`src/rtl/flash_wstat_pkg.sv`:
```
package flash_wstat_pkg;
  typedef enum logic [1:0] {
    OP_PROG = 2'b00,
    OP_SECT = 2'b01,
    OP_BLK  = 2'b10,
    OP_CHIP = 2'b11
  } op_kind_e;

  function automatic logic is_erase(input op_kind_e k);
    return k != OP_PROG;
  endfunction
endpackage

```
`src/rtl/wstat_timer.sv`:
```
module wstat_timer
  import flash_wstat_pkg::*;
#(
  parameter int PROG_CYC = 5000,
  parameter int SECT_CYC = 6250000,
  parameter int BLK_CYC  = 6250000,
  parameter int CHIP_CYC = 25000000
) (
  input  logic     clk,
  input  logic     rst,
  input  logic     start,
  input  op_kind_e kind,
  output logic     accept,
  output logic     busy,
  output logic     done
);
  localparam int MAX_A = (PROG_CYC > SECT_CYC) ? PROG_CYC : SECT_CYC;
  localparam int MAX_B = (BLK_CYC > CHIP_CYC) ? BLK_CYC : CHIP_CYC;
  localparam int MAX_CYC = (MAX_A > MAX_B) ? MAX_A : MAX_B;
  localparam int CW = $clog2(MAX_CYC + 1);

  logic [CW-1:0] cnt_q;
  logic [CW-1:0] load_val;

  always_comb begin
    unique case (kind)
      OP_PROG: load_val = CW'(PROG_CYC - 1);
      OP_SECT: load_val = CW'(SECT_CYC - 1);
      OP_BLK:  load_val = CW'(BLK_CYC - 1);
      default: load_val = CW'(CHIP_CYC - 1);
    endcase
  end

  assign accept = start && !busy;
  assign done   = busy && (cnt_q == '0);

  always_ff @(posedge clk) begin
    if (rst) begin
      busy  <= 1'b0;
      cnt_q <= '0;
    end else if (accept) begin
      busy  <= 1'b1;
      cnt_q <= load_val;
    end else if (busy) begin
      if (cnt_q == '0) busy <= 1'b0;
      else             cnt_q <= cnt_q - 1'b1;
    end
  end
endmodule

```
`src/rtl/wstat_settle.sv`:
```
module wstat_settle #(
  parameter int SETTLE_CYC = 125
) (
  input  logic clk,
  input  logic rst,
  input  logic done,
  input  logic accept,
  output logic settling
);
  generate
    if (SETTLE_CYC == 0) begin : g_none
      logic unused_in;
      assign unused_in = ^{clk, rst, done, accept};
      assign settling  = 1'b0;
    end else begin : g_cnt
      localparam int SW = $clog2(SETTLE_CYC + 1);
      logic [SW-1:0] left_q;
      always_ff @(posedge clk) begin
        if (rst || accept)   left_q <= '0;
        else if (done)       left_q <= SW'(SETTLE_CYC);
        else if (left_q != '0) left_q <= left_q - 1'b1;
      end
      assign settling = (left_q != '0);
    end
  endgenerate
endmodule

```
`src/rtl/wstat_readout.sv`:
```
module wstat_readout
  import flash_wstat_pkg::*;
#(
  parameter int DW = 16
) (
  input  logic          clk,
  input  logic          rst,
  input  logic          accept,
  input  op_kind_e      kind,
  input  logic          wbit7,
  input  logic          busy,
  input  logic          settling,
  input  logic          rd_strobe,
  input  logic [DW-1:0] array_data,
  output logic [DW-1:0] rd_data,
  output op_kind_e      kind_q
);
  localparam int POL_BIT = 7;
  localparam int TOG_BIT = 6;

  logic          d7_q;
  logic          tog_q;
  logic [DW-1:0] busy_word;
  logic [DW-1:0] settle_word;

  generate
    for (genvar b = 0; b < DW; b++) begin : g_bits
      if (b == POL_BIT) begin : g_pol
        assign busy_word[b]   = is_erase(kind_q) ? 1'b0 : ~d7_q;
        assign settle_word[b] = is_erase(kind_q) ? 1'b1 : d7_q;
      end else if (b == TOG_BIT) begin : g_tog
        assign busy_word[b]   = tog_q;
        assign settle_word[b] = 1'b0;
      end else begin : g_zero
        assign busy_word[b]   = 1'b0;
        assign settle_word[b] = 1'b0;
      end
    end
  endgenerate

  always_ff @(posedge clk) begin
    if (rst) begin
      rd_data <= '0;
      tog_q   <= 1'b0;
      d7_q    <= 1'b0;
      kind_q  <= OP_PROG;
    end else begin
      if (rd_strobe) begin
        if (busy)          rd_data <= busy_word;
        else if (settling) rd_data <= settle_word;
        else               rd_data <= array_data;
      end
      if (accept) begin
        tog_q  <= 1'b0;
        d7_q   <= wbit7;
        kind_q <= kind;
      end else if (rd_strobe && busy) begin
        tog_q <= ~tog_q;
      end
    end
  end
endmodule

```
`src/rtl/flash_wstat.sv`:
```
module flash_wstat
  import flash_wstat_pkg::*;
#(
  parameter int DW         = 16,
  parameter int PROG_CYC   = 5000,
  parameter int SECT_CYC   = 6250000,
  parameter int BLK_CYC    = 6250000,
  parameter int CHIP_CYC   = 25000000,
  parameter int SETTLE_CYC = 125
) (
  input  logic          clk,
  input  logic          rst,
  input  logic          op_start,
  input  logic [1:0]    op_kind,
  input  logic [DW-1:0] op_wdata,
  input  logic          rd_strobe,
  input  logic [DW-1:0] array_data,
  output logic [DW-1:0] rd_data,
  output logic          busy
);
  logic     accept;
  logic     done;
  logic     settling;
  op_kind_e kind_in;
  op_kind_e kind_q;
  logic     unused_wdata;

  assign kind_in      = op_kind_e'(op_kind);
  assign unused_wdata = ^{op_wdata[DW-1:8], op_wdata[6:0]};

  wstat_timer #(
    .PROG_CYC(PROG_CYC), .SECT_CYC(SECT_CYC),
    .BLK_CYC(BLK_CYC),   .CHIP_CYC(CHIP_CYC)
  ) u_timer (
    .clk(clk), .rst(rst), .start(op_start), .kind(kind_in),
    .accept(accept), .busy(busy), .done(done)
  );

  wstat_settle #(.SETTLE_CYC(SETTLE_CYC)) u_settle (
    .clk(clk), .rst(rst), .done(done), .accept(accept), .settling(settling)
  );

  wstat_readout #(.DW(DW)) u_read (
    .clk(clk), .rst(rst), .accept(accept), .kind(kind_in),
    .wbit7(op_wdata[7]), .busy(busy), .settling(settling),
    .rd_strobe(rd_strobe), .array_data(array_data),
    .rd_data(rd_data), .kind_q(kind_q)
  );
endmodule

```
`config.mk`:
```
export PLATFORM = sky130hd
export DESIGN_NAME = flash_wstat
export DESIGN_NICKNAME = d
export VERILOG_FILES = /design/src/rtl/flash_wstat_pkg.sv /design/src/rtl/wstat_timer.sv /design/src/rtl/wstat_settle.sv /design/src/rtl/wstat_readout.sv /design/src/rtl/flash_wstat.sv
export SDC_FILE = /design/constraint.sdc
export NUM_CORES = 1
export LEC_CHECK = 0
export BUFFER_PORTS_ARGS = -buffer_cell sky130_fd_sc_hd__buf_2
export CORE_UTILIZATION = 45
export DETAILED_ROUTE_END_ITERATION = 10
export PLACE_DENSITY = 0.68
export SYNTH_ARGS = -nofsm -noshare
export SYNTH_HDL_FRONTEND = slang
export SYNTH_SLANG_ARGS = --single-unit
```
`constraint.sdc`:
```
create_clock -name clk -period 4.6 [get_ports clk]
set_input_delay 0.92 -clock clk [delete_from_list [all_inputs] [get_ports clk]]
set_output_delay 0.92 -clock clk [all_outputs]
set_load 0.01 [all_outputs]
```
==> results.txt, run 1 <==
- PostCTS Resize Cnt: 0
- Hold_sp: u_read.kind_q[1]$_SDFFE_PP0P_
* Post-Syn Area per Cell: around 8.4 sq um
* Pin count of the biggest net entering global routing: 36
- Remaining max-slew budget at the tightest pin: between 20% and 30%
- Setup repair after global routing left no endpoint under its margin.
- Share of the clock period used by the worst path after layout: just over 60%
- Peak fanout along the critical path: 17
* Critical register-to-register path endpoint: u_timer.cnt_q[22]$_SDFFE_PP0P_
- Setup slack on the worst reg-to-reg path comes out at about 1800 ps.
* Summed negative setup slack over all endpoints: 0 ps
* Final max-slew violation count: 0
- The core region is 5570 sq um.
- The number of nets handed over by synthesis was 360.
* NumNets Final: 387
- Vias per std cell: 5.66
* Standard-cell rows: 27
* Wire length of the first global-routing pass: 9660 microns
- Post-CTS setup buffer count: 0
* Synth cell types: 51
- Synth top cells by count: 53 x sky130_fd_sc_hd__dfxtp_1, 32 x sky130_fd_sc_hd__nor2_1, 27 x sky130_fd_sc_hd__a21oi_1
* Worst setup SP type: flop
- The design draws 1.34 mW.
* Sink of the worst hold path: u_read.kind_q[1]$_SDFFE_PP0P_
- Number of antenna cells inserted: 0
* Cell Area, Synth: 2630 sq um
* Final routed wire length divided by cell count: about 14 microns
- Net switching is 34.4% of the power.
- At the end of routability-driven placement, the weighted congestion stood at between 0.8 and 0.9.
- The number of global-route vias before repair is 2170.
- Final critical path time including I/O delays and setup: 2840 ps
- For this design, the CTS-stage hold fixing added 0 buffers.
- After global routing, the most crowded layer is met2.
* Largest area contributor in the synthesized netlist: sky130_fd_sc_hd__dfxtp_1
- Clock-pin slew of the registers on the worst-case setup and hold paths: 100 ps
* Remaining routing DRC violations: 0
- For this run, the register share of the synthesized area comes to between 40% and 50%.
- Leak Pwr: 1.21 nW
* Synth top area share: 40.3%
* Final count of hold timing violations: 0
- Die area: 6160 sq um
- Sort of element at the end of the critical path: flop
* Async set-or-reset flop fraction in the synthesized netlist: 0%
- For met1 alone, demand over resource in global routing was a little over a quarter.
* Maximum achievable frequency: between 300 and 400 MHz
* Final routed wirelength across all metal layers: 5700 microns
- Per report_power, the combinational group accounts for around a third of the total.
- The first detailed-routing pass took 4 iterations.
* DP HPWL: 3930 microns
* Synth Instances: 315
* Number of antenna violations at the first check in global routing: 0
- Per report_power, the clock group accounts for roughly a quarter of the total.
* Buffers added on ports: 39
- Fraction of met3 tracks used by global routing: 3.37%
- Crit path top cell by count: sky130_fd_sc_hd__nor4_1
* Predominant post-synthesis flop cell: sky130_fd_sc_hd__dfxtp_1
- Most repeated cell in the gate-level netlist after synthesis: sky130_fd_sc_hd__dfxtp_1
* TritonCTS buffer count: 5
- For this run, the slowest stage of the critical path takes 960 ps.
* Worst r2r path cells: 5
- YS warnings: 0
- Count of nets left with antenna violations after detail routing: 0
- The slowest stage of the critical path is the sky130_fd_sc_hd__o21bai_1 cell.
- Die X: 78.5 microns
* Buffers from clock root to sink, at most: 2
* Die span in y: slightly below 80 microns
- Clock network latency to the later pin of the worst-skew pair: 310 ps
- CTS saw 53 sinks.
* Required time of the critical path: 4800 ps
* Critical R2R Launch: u_timer.cnt_q[14]$_SDFFE_PP0P_
- Traced cell by cell, the critical path runs through nor4_1 -> nand4_1 -> o21bai_1 -> nor4_1 -> or3_1.
- Global routing consumed, on the met2 layer, 31.6% of the routing resources.
* Number of synthesized register bits: between 50 and 60
- GRT overflow: 0
- Final setup violation count: 0
- Proportion of layout cells with a drive suffix above 1: ~17%
- Result of the run: complete, no violations
* Power density over cell area: 455 nW/um^2
- H-Tree Level Count: 2
- The internal portion of the total power is 878 uW.
- Class of the worst hold path: reg -> reg
- Peak supply drop: approximately 0.00022 V
* EDFF count, synth: 0
* CTS root buf: sky130_fd_sc_hd__clkbuf_8
- Data on the critical path arrives at its endpoint at ~3000 ps.
- Final worst clock skew: 7.71 ps
* Growth of design area from synthesis to finish: 11.7%
- Category of the most critical setup path: reg -> reg
* Overall fraction of global-route tracks in use: 19.7%
* I/O Pins: 55
* CTS tree: yes
- Worst-margin pin slew: 1160 ps
* Vias post-DR: 2349
- Count of maximum capacitance violations: 0
* Top cells by area in the synthesized netlist: sky130_fd_sc_hd__dfxtp_1 40%, sky130_fd_sc_hd__a21oi_1 5.1%, sky130_fd_sc_hd__nor2_1 4.6%
- Sequential cells burn 43.6% of the power.
* Initial DRC Count: 139
- Number of stages on the worst hold path: 2
- For this configuration, the core starts out at a cell density of 47.2%.
- Net switching power: 460 uW
## per-stage QoR
step	cell area (sq um)	worst slack (ps)	hold WS (ps)	utilization [%]	instances
floorplan	2630	2310	431	-	315
global placement	2830	1880	441	50.8	407
detailed placement	2830	1780	445	50.8	407
CTS	2940	1740	460	52.8	415
global route	2940	1530	495	52.8	415
finish	2940	1760	458	52.8	415
## power groups by stage
stage / Sequential (mW) / Clock [mW] / Combinational, mW
6_report: 0.583 / 0.323 / 0.431
5_1_grt: 0.595 / 0.351 / 0.488
4_1_cts: 0.583 / 0.335 / 0.434
3_5_place_dp: 0.593 / 0 / 0.432
3_3_place_gp: 0.591 / 0 / 0.420
2_1_floorplan: 0.593 / 0 / 0.335
## final cells by class
class	count	area (sq um)
clock buffer	5	68.8
clock inverter	3	43.8
fill	523	2630
inverter	8	30.0
multi-input combinational	233	1440
sequential	53	1060
tap	72	90.1
timing repair buffer	41	210
## metal layers
| layer | vias to the layer above | wire length (microns) |
|---|---|---|
| met5 | - | 0 |
| met4 | 0 | 80 |
| met3 | 8 | 226 |
| met2 | 51 | 2610 |
| met1 | 1092 | 2790 |
| li1 | 1198 | - |
## how the worst max path moves through the flow
stage | from | end | slack [ps] | depth (start not counted)
finish | u_timer.cnt_q[14]$_SDFFE_PP0P_ | u_timer.cnt_q[22]$_SDFFE_PP0P_ | 1760 | 5
global route | u_timer.cnt_q[14]$_SDFFE_PP0P_ | u_timer.cnt_q[22]$_SDFFE_PP0P_ | 1530 | 5
global placement | op_start | u_timer.cnt_q[22]$_SDFFE_PP0P_ | 1880 | 5
detailed placement | u_timer.cnt_q[14]$_SDFFE_PP0P_ | u_timer.cnt_q[22]$_SDFFE_PP0P_ | 1780 | 5
CTS | u_timer.cnt_q[14]$_SDFFE_PP0P_ | u_timer.cnt_q[22]$_SDFFE_PP0P_ | 1740 | 5
floorplan | u_timer.cnt_q[7]$_SDFFE_PP0P_ | u_timer.cnt_q[17]$_SDFFE_PP0P_ | 2310 | 7
## critical path, delay by kind of cell, from the launching register on
family	cells	cell delay (ps)
AO/OA/AOI/OAI	1	960
AND/OR/NAND/NOR	4	1400
flip-flops	1	360
## state kept, by name, summed over array words and instances, names as in the netlist
signal / cells
u_timer.busy: 1
u_timer.cnt_q: 25
u_read.tog_q: 1
u_read.rd_data: 16
u_read.kind_q: 2
u_read.d7_q: 1
u_settle.g_cnt.left_q: 7
## placed cells by master, fill, tap and decap left out, types with 2 or more instances in the layout
master	count
sky130_fd_sc_hd__a211o_1	3
sky130_fd_sc_hd__a211oi_1	4
sky130_fd_sc_hd__a21o_1	3
sky130_fd_sc_hd__a21oi_1	27
sky130_fd_sc_hd__a31oi_1	13
sky130_fd_sc_hd__and2_1	2
sky130_fd_sc_hd__and3_1	5
sky130_fd_sc_hd__buf_2	39
sky130_fd_sc_hd__buf_4	2
sky130_fd_sc_hd__clkbuf_8	5
sky130_fd_sc_hd__dfxtp_1	53
sky130_fd_sc_hd__ha_1	7
sky130_fd_sc_hd__inv_1	8
sky130_fd_sc_hd__mux2i_1	3
sky130_fd_sc_hd__nand2_1	16
sky130_fd_sc_hd__nand2b_1	5
sky130_fd_sc_hd__nand3_1	6
sky130_fd_sc_hd__nand3b_1	2
sky130_fd_sc_hd__nand4_1	3
sky130_fd_sc_hd__nor2_1	32
sky130_fd_sc_hd__nor2b_1	15
sky130_fd_sc_hd__nor3_1	16
sky130_fd_sc_hd__nor3b_1	2
sky130_fd_sc_hd__nor4_1	6
sky130_fd_sc_hd__o21a_1	3
sky130_fd_sc_hd__o21ai_0	6
sky130_fd_sc_hd__o21bai_1	3
sky130_fd_sc_hd__o31a_1	2
sky130_fd_sc_hd__o31ai_1	5
sky130_fd_sc_hd__o41ai_1	3
sky130_fd_sc_hd__or2_2	3
sky130_fd_sc_hd__or3_1	10
sky130_fd_sc_hd__or4_1	7
sky130_fd_sc_hd__or4_2	2
sky130_fd_sc_hd__xor2_1	4
## cells by family (layout without fill, tap and decap cells)
group                    Yosys count  after routing  synth area share, %
AND/OR/NAND/NOR                  138            138                 28.6
XOR/XNOR                           5              5                 1.66
multiplexers                       3              3                 1.14
AO/OA/AOI/OAI                     80             80                 19.9
flip-flops                        53             53                 40.3
buffers and inverters             29             57                 5.09
adder cells (fa/ha/maj)            7              7                 3.33
No activity file was read; power rests on OpenSTA's default activity.
==> run 2: changes to the inputs <==
--- a/config.mk
+++ b/config.mk
@@ -5,10 +5,11 @@
 export SDC_FILE = /design/constraint.sdc
 export NUM_CORES = 1
 export LEC_CHECK = 0
+export ABC_AREA = 1
 export BUFFER_PORTS_ARGS = -buffer_cell sky130_fd_sc_hd__buf_2
 export CORE_UTILIZATION = 45
 export DETAILED_ROUTE_END_ITERATION = 10
-export PLACE_DENSITY = 0.68
+export PLACE_DENSITY = 0.67
 export SYNTH_ARGS = -nofsm -noshare
 export SYNTH_HDL_FRONTEND = slang
 export SYNTH_SLANG_ARGS = --single-unit
==> constraint.sdc (replaced) <==
create_clock -name clk -period 3 [get_ports clk]
set_input_delay 0.6 -clock clk [delete_from_list [all_inputs] [get_ports clk]]
set_output_delay 0.6 -clock clk [all_outputs]
set_load 0.01 [all_outputs]
==> run 2 against run 1 <==
Synthesized cell count increased by 44%. Maximum frequency increased by 45%. Hold slack improved by 11 ps. Critical endpoint is now u_timer.cnt_q[3]$_SDFFE_PP0P_. Largest cell class unchanged. Largest power group is now combinational logic. Highest routed layer unchanged.
==> results.txt, run 2 <==
* Area taken by flip-flops and latches: 1060 sq um (unchanged)
- The first-pass detailed-route iteration total was 5 (was 4).
- Floorplan Core Area: 6350 sq um (was 5570 sq um)
- The initial antenna violation count was 0 (unchanged).
- I/O Pins: 55 (unchanged)
* Clock-pin slew of the registers on the worst-case setup and hold paths: 110 ps (was 100 ps)
- The largest driver fanout on the critical path was 28 (was 17).
* Category of the most critical setup path: reg -> reg (unchanged)
* Post-route standard cell area excluding fillers: 3290 sq um (was 2940 sq um)
* YS warnings: 0 (unchanged)
- The class of the tightest hold or removal check is reg -> reg (unchanged).
- Total placed instance area: 3190 sq um (was 2830 sq um)
* Sort of element at the end of the critical path: flop (unchanged)
- The flip-flop count of the largest register after layout is 25 (unchanged).
* Peak supply drop: 0.000621 V (was 0.000223 V)
* Final worst clock skew: 8.99 ps (was 7.71 ps)
* Result of the run: complete, no violations (unchanged)
- The detailed-placement wirelength estimate was 4990 microns (was 3930 microns).
* Cell-by-cell listing of the critical path: inv_1 -> ha_1 -> inv_1 -> nor2_1 -> nand2_1 -> nor2_1 -> nand3_2 -> nand2_4 -> nand2_2 -> o21ai_0 -> nor2_1 (was nor4_1 -> nand4_1 -> o21bai_1 -> nor4_1 -> or3_1)
- The time the worst path needs with I/O delays and setup was 1950 ps (was 2840 ps).
- Overall fraction of global-route tracks in use: 20.8% (was 19.7%)
* Most repeated cell in the gate-level netlist after synthesis: sky130_fd_sc_hd__nand2_1 (was sky130_fd_sc_hd__dfxtp_1)
* Number of synthesized register bits: 53 (unchanged)
- Top cells by area in the synthesized netlist: sky130_fd_sc_hd__dfxtp_1 36%, sky130_fd_sc_hd__nand2_1 16%, sky130_fd_sc_hd__nand3_1 9.0% (was sky130_fd_sc_hd__dfxtp_1 40%, sky130_fd_sc_hd__a21oi_1 5.1%, sky130_fd_sc_hd__nor2_1 4.6%).
* Crit-path slowest cell: sky130_fd_sc_hd__dfxtp_1 (was sky130_fd_sc_hd__o21bai_1)
- Largest area contributor in the synthesized netlist: sky130_fd_sc_hd__dfxtp_1 (unchanged)
- The net count of the mapped netlist is 499 (was 360).
- Worst-margin pin slew: 568 ps (was 1160 ps)
* Commonest non-fill, non-tap cell in the layout: sky130_fd_sc_hd__nand2_1 (was sky130_fd_sc_hd__dfxtp_1)
- Leak Pwr: 1.57 nW (was 1.21 nW)
- Vias per std cell: 5.13 (was 5.66)
* Critical R2R Launch: u_timer.cnt_q[0]$_SDFFE_PP0P_ (was u_timer.cnt_q[14]$_SDFFE_PP0P_)
- The worst stage delay on the critical path was 320 ps (was 960 ps).
* CP endpoint: u_timer.cnt_q[3]$_SDFFE_PP0P_ (was u_timer.cnt_q[22]$_SDFFE_PP0P_)
- Layout fillers: 663 (was 523)
* Count of nets left with antenna violations after detail routing: 0 (unchanged)
- Count of maximum capacitance violations: 0 (unchanged)
* Sum of buffers and inverters on the critical path: 2 (was 0)
* Maximum achievable frequency: 512 MHz (was 352 MHz)
- The post-CTS setup-driven buffer insertion count was 0 (unchanged).
* Buffers from clock root to sink, at most: 2 (unchanged)
- Sequential share of the synthesized area: 36.0% (was 40.3%)
- The worst endpoint data arrival time came to 2170 ps (was 3040 ps).
* Die area: 6870 sq um (was 6160 sq um)
* TritonCTS Sinks: 53 (unchanged)
- The fraction of layout instances using a drive strength above 1 is 14.2% (was 16.9%).
- The final setup violation count is 0 (unchanged).
- Number of antenna cells inserted: 0 (unchanged)
* Die span in y: 82.9 microns (was 78.5 microns)
* Clock network latency to the later pin of the worst-skew pair: 320 ps (was 310 ps)
- Remaining max-slew budget at the tightest pin: 62.0% (was 22.6%)
- The multi-input logic area was 1610 sq um (was 1440 sq um).
* Predominant post-synthesis flop cell: sky130_fd_sc_hd__dfxtp_1 (unchanged)
* Hold-fix buffer count after cts: 0 (unchanged)
- Pin count of the biggest net entering global routing: 29 (was 36)
- Final max-slew violation count: 0 (unchanged)
- The startpoint of the worst setup timing path is u_timer.cnt_q[0]$_SDFFE_PP0P_ (was u_timer.cnt_q[14]$_SDFFE_PP0P_).
- Initial DRC Count: 162 (was 139)
- The post-cts resize count came to 0 (unchanged).
- Post-Syn Area per Cell: 6.48 sq um (was 8.36 sq um)
- The slack of the critical path is 1050 ps (was 1760 ps).
* Synth Instances: 454 (was 315)
- Synth top area share: 36.0% (was 40.3%)
- Remaining routing DRC violations: 0 (unchanged)
- The count of cells along the worst register-to-register path is 11 (was 5).
- Growth of design area from synthesis to finish: 11.6% (was 11.7%)
- The number of synthesized flops with an enable pin is 0 (unchanged).
- The flop-to-flop setup slack is 1050 ps (was 1760 ps).
- Async set-or-reset flop fraction in the synthesized netlist: 0% (unchanged)
* Crit. path cell count: 11 (was 5)
- GRT overflow: 0 (unchanged)
- The dominant delay contributor by cell family on the critical path was simple AND/OR/NAND/NOR gates (unchanged).
- The end of the worst register-to-register path was u_timer.cnt_q[3]$_SDFFE_PP0P_ (was u_timer.cnt_q[22]$_SDFFE_PP0P_).
- The number of CTS-inserted buffers is 5 (unchanged).
- Unrepaired setup endpoints after global routing: false (unchanged).
- The period utilization is 65.1% (was 61.7%).
- The routability-driven placement congestion ratio came to 0.839 (was 0.824).
- Vias post-DR: 2918 (was 2349)
* CTS tree: yes (unchanged)
- Final routed wirelength across all metal layers: 6860 microns (was 5700 microns)
- Final count of hold timing violations: 0 (unchanged)
* Wire length of the first global-routing pass: 12000 microns (was 9660 microns)
- Largest registers ranked by flip-flop count: u_timer.cnt_q x25, u_read.rd_data x16, u_settle.g_cnt.left_q x7 (unchanged)
* CTS root buf: sky130_fd_sc_hd__clkbuf_8 (unchanged)
* Buffers added on ports: 39 (unchanged)
* Cell Area, Synth: 2940 sq um (was 2630 sq um)
- The setup TNS was 0 ps (unchanged).
- H-Tree Level Count: 2 (unchanged)
- Synth top cells by count: 123 x sky130_fd_sc_hd__nand2_1, 53 x sky130_fd_sc_hd__dfxtp_1, 53 x sky130_fd_sc_hd__nand3_1 (was 53 x sky130_fd_sc_hd__dfxtp_1, 32 x sky130_fd_sc_hd__nor2_1, 27 x sky130_fd_sc_hd__a21oi_1)
- The effective utilization at floorplan was 46.4% (was 47.2%).
- Crit path top cell by count: sky130_fd_sc_hd__nor2_1 (was sky130_fd_sc_hd__nor4_1)
* Standard-cell rows: 29 (was 27)
* Via count of the first global-routing pass: 2636 (was 2170)
- Leading cell types in the layout, fill and taps excluded: 123 x sky130_fd_sc_hd__nand2_1, 53 x sky130_fd_sc_hd__nand3_1, 53 x sky130_fd_sc_hd__dfxtp_1 (was 53 x sky130_fd_sc_hd__dfxtp_1, 39 x sky130_fd_sc_hd__buf_2, 32 x sky130_fd_sc_hd__nor2_1)
- Die X: 82.9 microns (was 78.5 microns)
* Total chip power: 2.31 mW (was 1.34 mW)
- The power density relative to cell area is 702 nW/um^2 (was 455 nW/um^2).
- Synth cell types: 34 (was 51)
- Largest Register: u_timer.cnt_q (unchanged)
- NumNets Final: 536 (was 387)
- Worst setup SP type: flop (unchanged)
* Worst slack, placed: 1070 ps (was 1780 ps)
- The data required time at the worst endpoint came to 3220 ps (was 4800 ps).
- Final routed wire length divided by cell count: 12.1 microns (was 13.7 microns)
==> run 2: cell types whose count changed in the layout (fill, tap and decap cells not counted), sizes merged, moves of 6 or more <==
cell / delta
nand4: +7
or4: -9
nor4: -6
nor2b: -15
nor3: -13
nand2: +109
o21ai: +12
nor2: +24
inv: +46
or3: -12
nand3: +48
a31oi: -10
a21oi: +20
==> run 2: tightest hold or removal path, cell delays in order, from the launching register on <==
cell	delay, ps
sky130_fd_sc_hd__dfxtp_1	310
sky130_fd_sc_hd__inv_1	60
sky130_fd_sc_hd__a21oi_1	60
==> run 2: final cells by class <==
class | count | share of cell area, %
multi-input cells | 335 | 49.0
flip-flops and latches | 53 | 32.3
repair buffers | 43 | 6.85
inverters | 53 | 6.05
well taps | 77 | 2.93
clock buffers | 5 | 2.09
clock inverters | 3 | 0.799
==> run 2: metrics by stage <==
stage / hold slack, ps / util [%] / instances
2_1_floorplan: 429 / - / 454
3_3_place_gp: 437 / 50.3 / 561
3_5_place_dp: 447 / 50.3 / 561
4_1_cts: 468 / 51.8 / 569
5_1_grt: 488 / 51.8 / 569
6_report: 468 / 51.8 / 569
==> run 2: kinds of logic after synthesis <==
kind of cell	Yosys count	synth area share, %
xor+xnor	2	0.595
flops	53	36.0
compound gates	71	12.5
simple gates	255	38.6
fa+ha+maj	7	2.97
buf+inv	66	9.26
==> run 2: how the worst min path moves through the flow <==
| stage | slack [ps] | cells after the start | start | endpoint |
|---|---|---|---|---|
| 2_1_floorplan | 430 | 2 | u_read.kind_q[0]$_SDFFE_PP0P_ | u_read.kind_q[0]$_SDFFE_PP0P_ |
| 3_3_place_gp | 440 | 2 | u_read.d7_q$_SDFFE_PP0P_ | u_read.d7_q$_SDFFE_PP0P_ |
| 3_5_place_dp | 450 | 2 | u_read.kind_q[0]$_SDFFE_PP0P_ | u_read.kind_q[0]$_SDFFE_PP0P_ |
| 4_1_cts | 470 | 2 | u_read.d7_q$_SDFFE_PP0P_ | u_read.d7_q$_SDFFE_PP0P_ |
| 5_1_grt | 490 | 2 | u_read.rd_data[0]$_SDFFE_PP0P_ | u_read.rd_data[0]$_SDFFE_PP0P_ |
| 6_report | 470 | 2 | u_read.d7_q$_SDFFE_PP0P_ | u_read.d7_q$_SDFFE_PP0P_ |
==> run 2: report_power, final <==
part | switching, mW | internal, mW
clock network | 0.267 | 0.174
logic | 0.604 | 0.346
registers | 0.0908 | 0.827
total | 0.962 | 1.35
==> run 2: per-layer routing <==
metal	track usage, %	share of wire (%)	vias to the layer above
li1	-	-	1545
met1	27.4	48	1327
met2	35.1	47	41
met3	3.18	3.5	5
met4	6.43	0.89	0
met5	0	0	-
==> run 3: changes to the inputs <==
--- a/config.mk
+++ b/config.mk
@@ -5,11 +5,11 @@
 export SDC_FILE = /design/constraint.sdc
 export NUM_CORES = 1
 export LEC_CHECK = 0
-export ABC_AREA = 1
+export ABC_AREA = 0
 export BUFFER_PORTS_ARGS = -buffer_cell sky130_fd_sc_hd__buf_2
 export CORE_UTILIZATION = 45
 export DETAILED_ROUTE_END_ITERATION = 10
-export PLACE_DENSITY = 0.67
+export PLACE_DENSITY = 0.68
 export SYNTH_ARGS = -nofsm -noshare
 export SYNTH_HDL_FRONTEND = slang
 export SYNTH_SLANG_ARGS = --single-unit
==> constraint.sdc (replaced) <==
create_clock -name clk -period 1.9 [get_ports clk]
set_input_delay 0.38 -clock clk [delete_from_list [all_inputs] [get_ports clk]]
set_output_delay 0.38 -clock clk [all_outputs]
set_load 0.01 [all_outputs]
==> run 3 against run 2 <==
The run now ends with negative setup slack left. Utilization grew 12 points. Critical path depth shrank 6. Final area grew 8.5%. Maximum frequency shrank 8.3%. Non-clock buffer count grew 58. Power grew 48%. Critical endpoint is now u_timer.cnt_q[23]$_SDFFE_PP0P_. Largest cell class unchanged.
==> results.txt, run 3 (synthesis gave the netlist of run 1 again) <==
- Proportion of layout cells with a drive suffix above 1: 36.7% (was 14.2%)
* Wire length of the first global-routing pass: 11000 microns (was 12000 microns)
* I/O Pins: 55 (unchanged)
* Maximum achievable frequency: 469 MHz (was 512 MHz)
* Hold_sp: array_data[3] (was u_read.d7_q$_SDFFE_PP0P_)
- The final-layout worst hold slack is 286 ps (was 468 ps).
- Pin count of the biggest net entering global routing: 28 (was 29)
- Clock network latency to the later pin of the worst-skew pair: 310 ps (was 320 ps)
* Die area: 6160 sq um (was 6870 sq um)
* Required time of the critical path: 2150 ps (was 3220 ps)
* Worst r2r path cells: 5 (was 11)
- Via count of the first global-routing pass: 2328 (was 2636)
- Worst slack, placed: -307 ps (was 1070 ps)
- Top Family by Delay on Critical Path: simple AND/OR/NAND/NOR gates (unchanged)
- The measured slew at the worst slew-check pin is 687 ps (was 568 ps).
* CTS root buf: sky130_fd_sc_hd__clkbuf_8 (unchanged)
* Category of the most critical setup path: reg -> reg (unchanged)
* Final max-slew violation count: 0 (unchanged)
- Leak Pwr: 1.53 nW (was 1.57 nW)
- The number of nets in the final layout is 447 (was 536).
- Peak fanout along the critical path: 7 (was 28)
- # placed instances: 456 (was 561)
* Largest Register: u_timer.cnt_q (unchanged)
* Initial standard-cell utilization of the core: 47.2% (was 46.4%)
- The placement-stage cell area was 3220 sq um (was 3190 sq um).
* Critical register-to-register path endpoint: u_timer.cnt_q[23]$_SDFFE_PP0P_ (was u_timer.cnt_q[3]$_SDFFE_PP0P_)
- GRT overflow: 0 (unchanged)
- The number of rows created at floorplan was 27 (was 29).
- The chip height came to 78.5 microns (was 82.9 microns).
- Crit-path slowest cell: sky130_fd_sc_hd__or4_4 (was sky130_fd_sc_hd__dfxtp_1)
- The depth of the worst hold-timing path came to 3 (was 2).
* Largest registers ranked by flip-flop count: u_timer.cnt_q x25, u_read.rd_data x16, u_settle.g_cnt.left_q x7 (unchanged)
- DRT Pass-1 Iters: 4 (was 5)
- Crit path top cell by count: sky130_fd_sc_hd__or4_4 (was sky130_fd_sc_hd__nor2_1)
* Initial DRC Count: 193 (was 162)
* Final count of hold timing violations: 0 (unchanged)
- Clock-pin slew of the registers on the worst-case setup and hold paths: 100 ps (was 110 ps)
* Highest routed metal layer: met4 (unchanged)
* Result of the run: finished with violations (was complete, no violations)
- The maximum clock insertion buffer count came to 2 (unchanged).
* CTS tree: yes (unchanged)
- Total chip power: 3.42 mW (was 2.31 mW)
- The area of the core was 5570 sq um (was 6350 sq um).
- The critical path launch point type is a flop (unchanged).
- The final reports fail on negative setup slack.
* Count of maximum capacitance violations: 0 (unchanged)
- Summed negative setup slack over all endpoints: -1650 ps (was 0 ps)
- The area growth from synthesis to layout is 35.4% (was 11.6%).
- Final RePlAce weighted congestion: 0.826 (was 0.839)
- Vias per std cell: 5.44 (was 5.13)
* Data arrival time at the worst-slack endpoint: 2380 ps (was 2170 ps)
- The flip-flop count of the largest register after layout was 25 (unchanged).
- The detailed route wirelength on metal3 is 279 microns (was 242 microns).
- Remaining max-slew budget at the tightest pin: 54.0% (was 62.0%)
- The period utilization is 112% (was 65.1%).
* Sum of buffers and inverters on the critical path: 0 (was 2)
- The number of inserted filler cells in the final layout is 469 (was 663).
- Final routed wirelength across all metal layers: 6860 microns (about the same)
- The final instance count without filler cells was 475 (was 569).
* Vias post-DR: 2586 (was 2918)
* Number of antenna cells inserted: 0 (unchanged)
* Final routed wire length divided by cell count: 14.4 microns (was 12.1 microns)
* TritonCTS Sinks: 53 (unchanged)
* Power density over cell area: 958 nW/um^2 (was 702 nW/um^2)
* Routed length on met1: 3350 microns (was 3300 microns)
- DP HPWL: 4610 microns (was 4990 microns)
- The worst stage delay on the critical path is 570 ps (was 320 ps).
* Buffers added on ports: 39 (unchanged)
- Final setup violation count: 16 (was 0)
- Post-route standard cell area excluding fillers: 3560 sq um (was 3290 sq um)
- The flop-to-flop setup slack was -230 ps (was 1050 ps).
* TritonCTS buffer count: 5 (unchanged)
* Remaining routing DRC violations: 0 (unchanged)
* Sink of the worst hold path: u_read.rd_data[3]$_SDFFE_PP0P_ (was u_read.d7_q$_SDFFE_PP0P_)
* Sort of element at the end of the critical path: flop (unchanged)
- Total met2 wirelength after detailed routing: 3150 microns (was 3260 microns)
- Final core utilization: 64.0% (was 51.8%)
- Final critical path time including I/O delays and setup: 2130 ps (was 1950 ps)
- The class of the tightest hold or removal check was in -> reg (was reg -> reg).
- Peak supply drop: 0.000563 V (was 0.000621 V)
- Count of nets left with antenna violations after detail routing: 0 (unchanged)
- Cell-by-cell listing of the critical path: or4_4 -> or2_4 -> or3_4 -> or4_4 -> a21oi_1 (was inv_1 -> ha_1 -> inv_1 -> nor2_1 -> nand2_1 -> nor2_1 -> nand3_2 -> nand2_4 -> nand2_2 -> o21ai_0 -> nor2_1)
- The horizontal extent of the die was 78.5 microns (was 82.9 microns).
* Leading cell types in the layout, fill and taps excluded: 54 x sky130_fd_sc_hd__buf_4, 46 x sky130_fd_sc_hd__dfxtp_1, 39 x sky130_fd_sc_hd__buf_2 (was 123 x sky130_fd_sc_hd__nand2_1, 53 x sky130_fd_sc_hd__nand3_1, 53 x sky130_fd_sc_hd__dfxtp_1)
- The initial antenna violation count came to 0 (unchanged).
- The number of H-tree branching levels was 2 (unchanged).
- Overall fraction of global-route tracks in use: 22.3% (was 20.8%)
* Commonest non-fill, non-tap cell in the layout: sky130_fd_sc_hd__buf_4 (was sky130_fd_sc_hd__nand2_1)
- Unrepaired setup endpoints after global routing: true (was false).
* Critical R2R Launch: u_timer.cnt_q[7]$_SDFFE_PP0P_ (was u_timer.cnt_q[0]$_SDFFE_PP0P_)
- The slack of the critical path is -231 ps (was 1050 ps).
* Final worst clock skew: 7.50 ps (was 8.99 ps)
run 3: cell count changes in the layout (fill, tap and decap cells not counted), sizes merged, moves of 6 or more:
| cell | delta |
|---|---|
| or3 | +12 |
| or4 | +9 |
| inv | -47 |
| nor2 | -24 |
| a31oi | +10 |
| nor4 | +6 |
| nand4 | -7 |
| nand2 | -109 |
| nor3 | +13 |
| a21oi | -20 |
| o21ai | -12 |
| nor2b | +15 |
| buf | +58 |
| nand3 | -48 |
run 3: how the worst max path moves through the flow:
| stage | cells after the start | slack, ps | startpoint | to |
|---|---|---|---|---|
| floorplan | 7 | -280 | u_timer.cnt_q[8]$_SDFFE_PP0P_ | u_timer.cnt_q[17]$_SDFFE_PP0P_ |
| global placement | 5 | -280 | u_timer.cnt_q[10]$_SDFFE_PP0P_ | u_timer.cnt_q[22]$_SDFFE_PP0P_ |
| detailed placement | 5 | -310 | u_timer.cnt_q[10]$_SDFFE_PP0P_ | u_timer.cnt_q[22]$_SDFFE_PP0P_ |
| CTS | 5 | -230 | u_timer.cnt_q[10]$_SDFFE_PP0P_ | u_timer.cnt_q[23]$_SDFFE_PP0P_ |
| global route | 5 | -260 | u_timer.cnt_q[7]$_SDFFE_PP0P_ | u_timer.cnt_q[22]$_SDFFE_PP0P_ |
| finish | 5 | -230 | u_timer.cnt_q[7]$_SDFFE_PP0P_ | u_timer.cnt_q[23]$_SDFFE_PP0P_ |
run 3: layout make-up:
type                    count  area (sq um)  share of cell area (%)
clock inverters             3          22.5                   0.632
clock buffers               5          68.8                    1.93
well taps                  72          90.1                    2.53
flip-flops and latches     53          1070                    30.0
repair buffers            101           699                    19.6
inverters                   8          35.0                   0.983
multi-input cells         233          1580                    44.3
run 3: report_power, final:
| group | leakage (nW) | switching (mW) | total (mW) | internal (mW) |
|---|---|---|---|---|
| logic | 1.05 | 0.711 | 1.36 | 0.645 |
| registers | 0.438 | 0.116 | 1.40 | 1.28 |
| clock network | 0.0481 | 0.397 | 0.660 | 0.263 |
| total | 1.53 | 1.22 | 3.42 | 2.19 |
run 3: repair_timing:
action	CTS	global route
buffers inserted	6	4
endpoints found under the hold margin	0	0
gates resized for setup	26	16
setup endpoints to repair	29	32
cloned	1	0
pin swaps	12	10
hold buffers	0	0
run 3: worst reg2reg max path, cell delays in order, from the launching register on:
cell                      delay [ps]
sky130_fd_sc_hd__dfxtp_2         330
sky130_fd_sc_hd__or4_4           570
sky130_fd_sc_hd__or2_4           250
sky130_fd_sc_hd__or3_4           360
sky130_fd_sc_hd__or4_4           420
sky130_fd_sc_hd__a21oi_1         140
run 3: routing by layer:
metal  GRT usage [%]  vias up
li1                -     1323
met1            30.6     1205
met2            35.2       50
met3            4.07        8
met4            7.41        0
met5               0        -
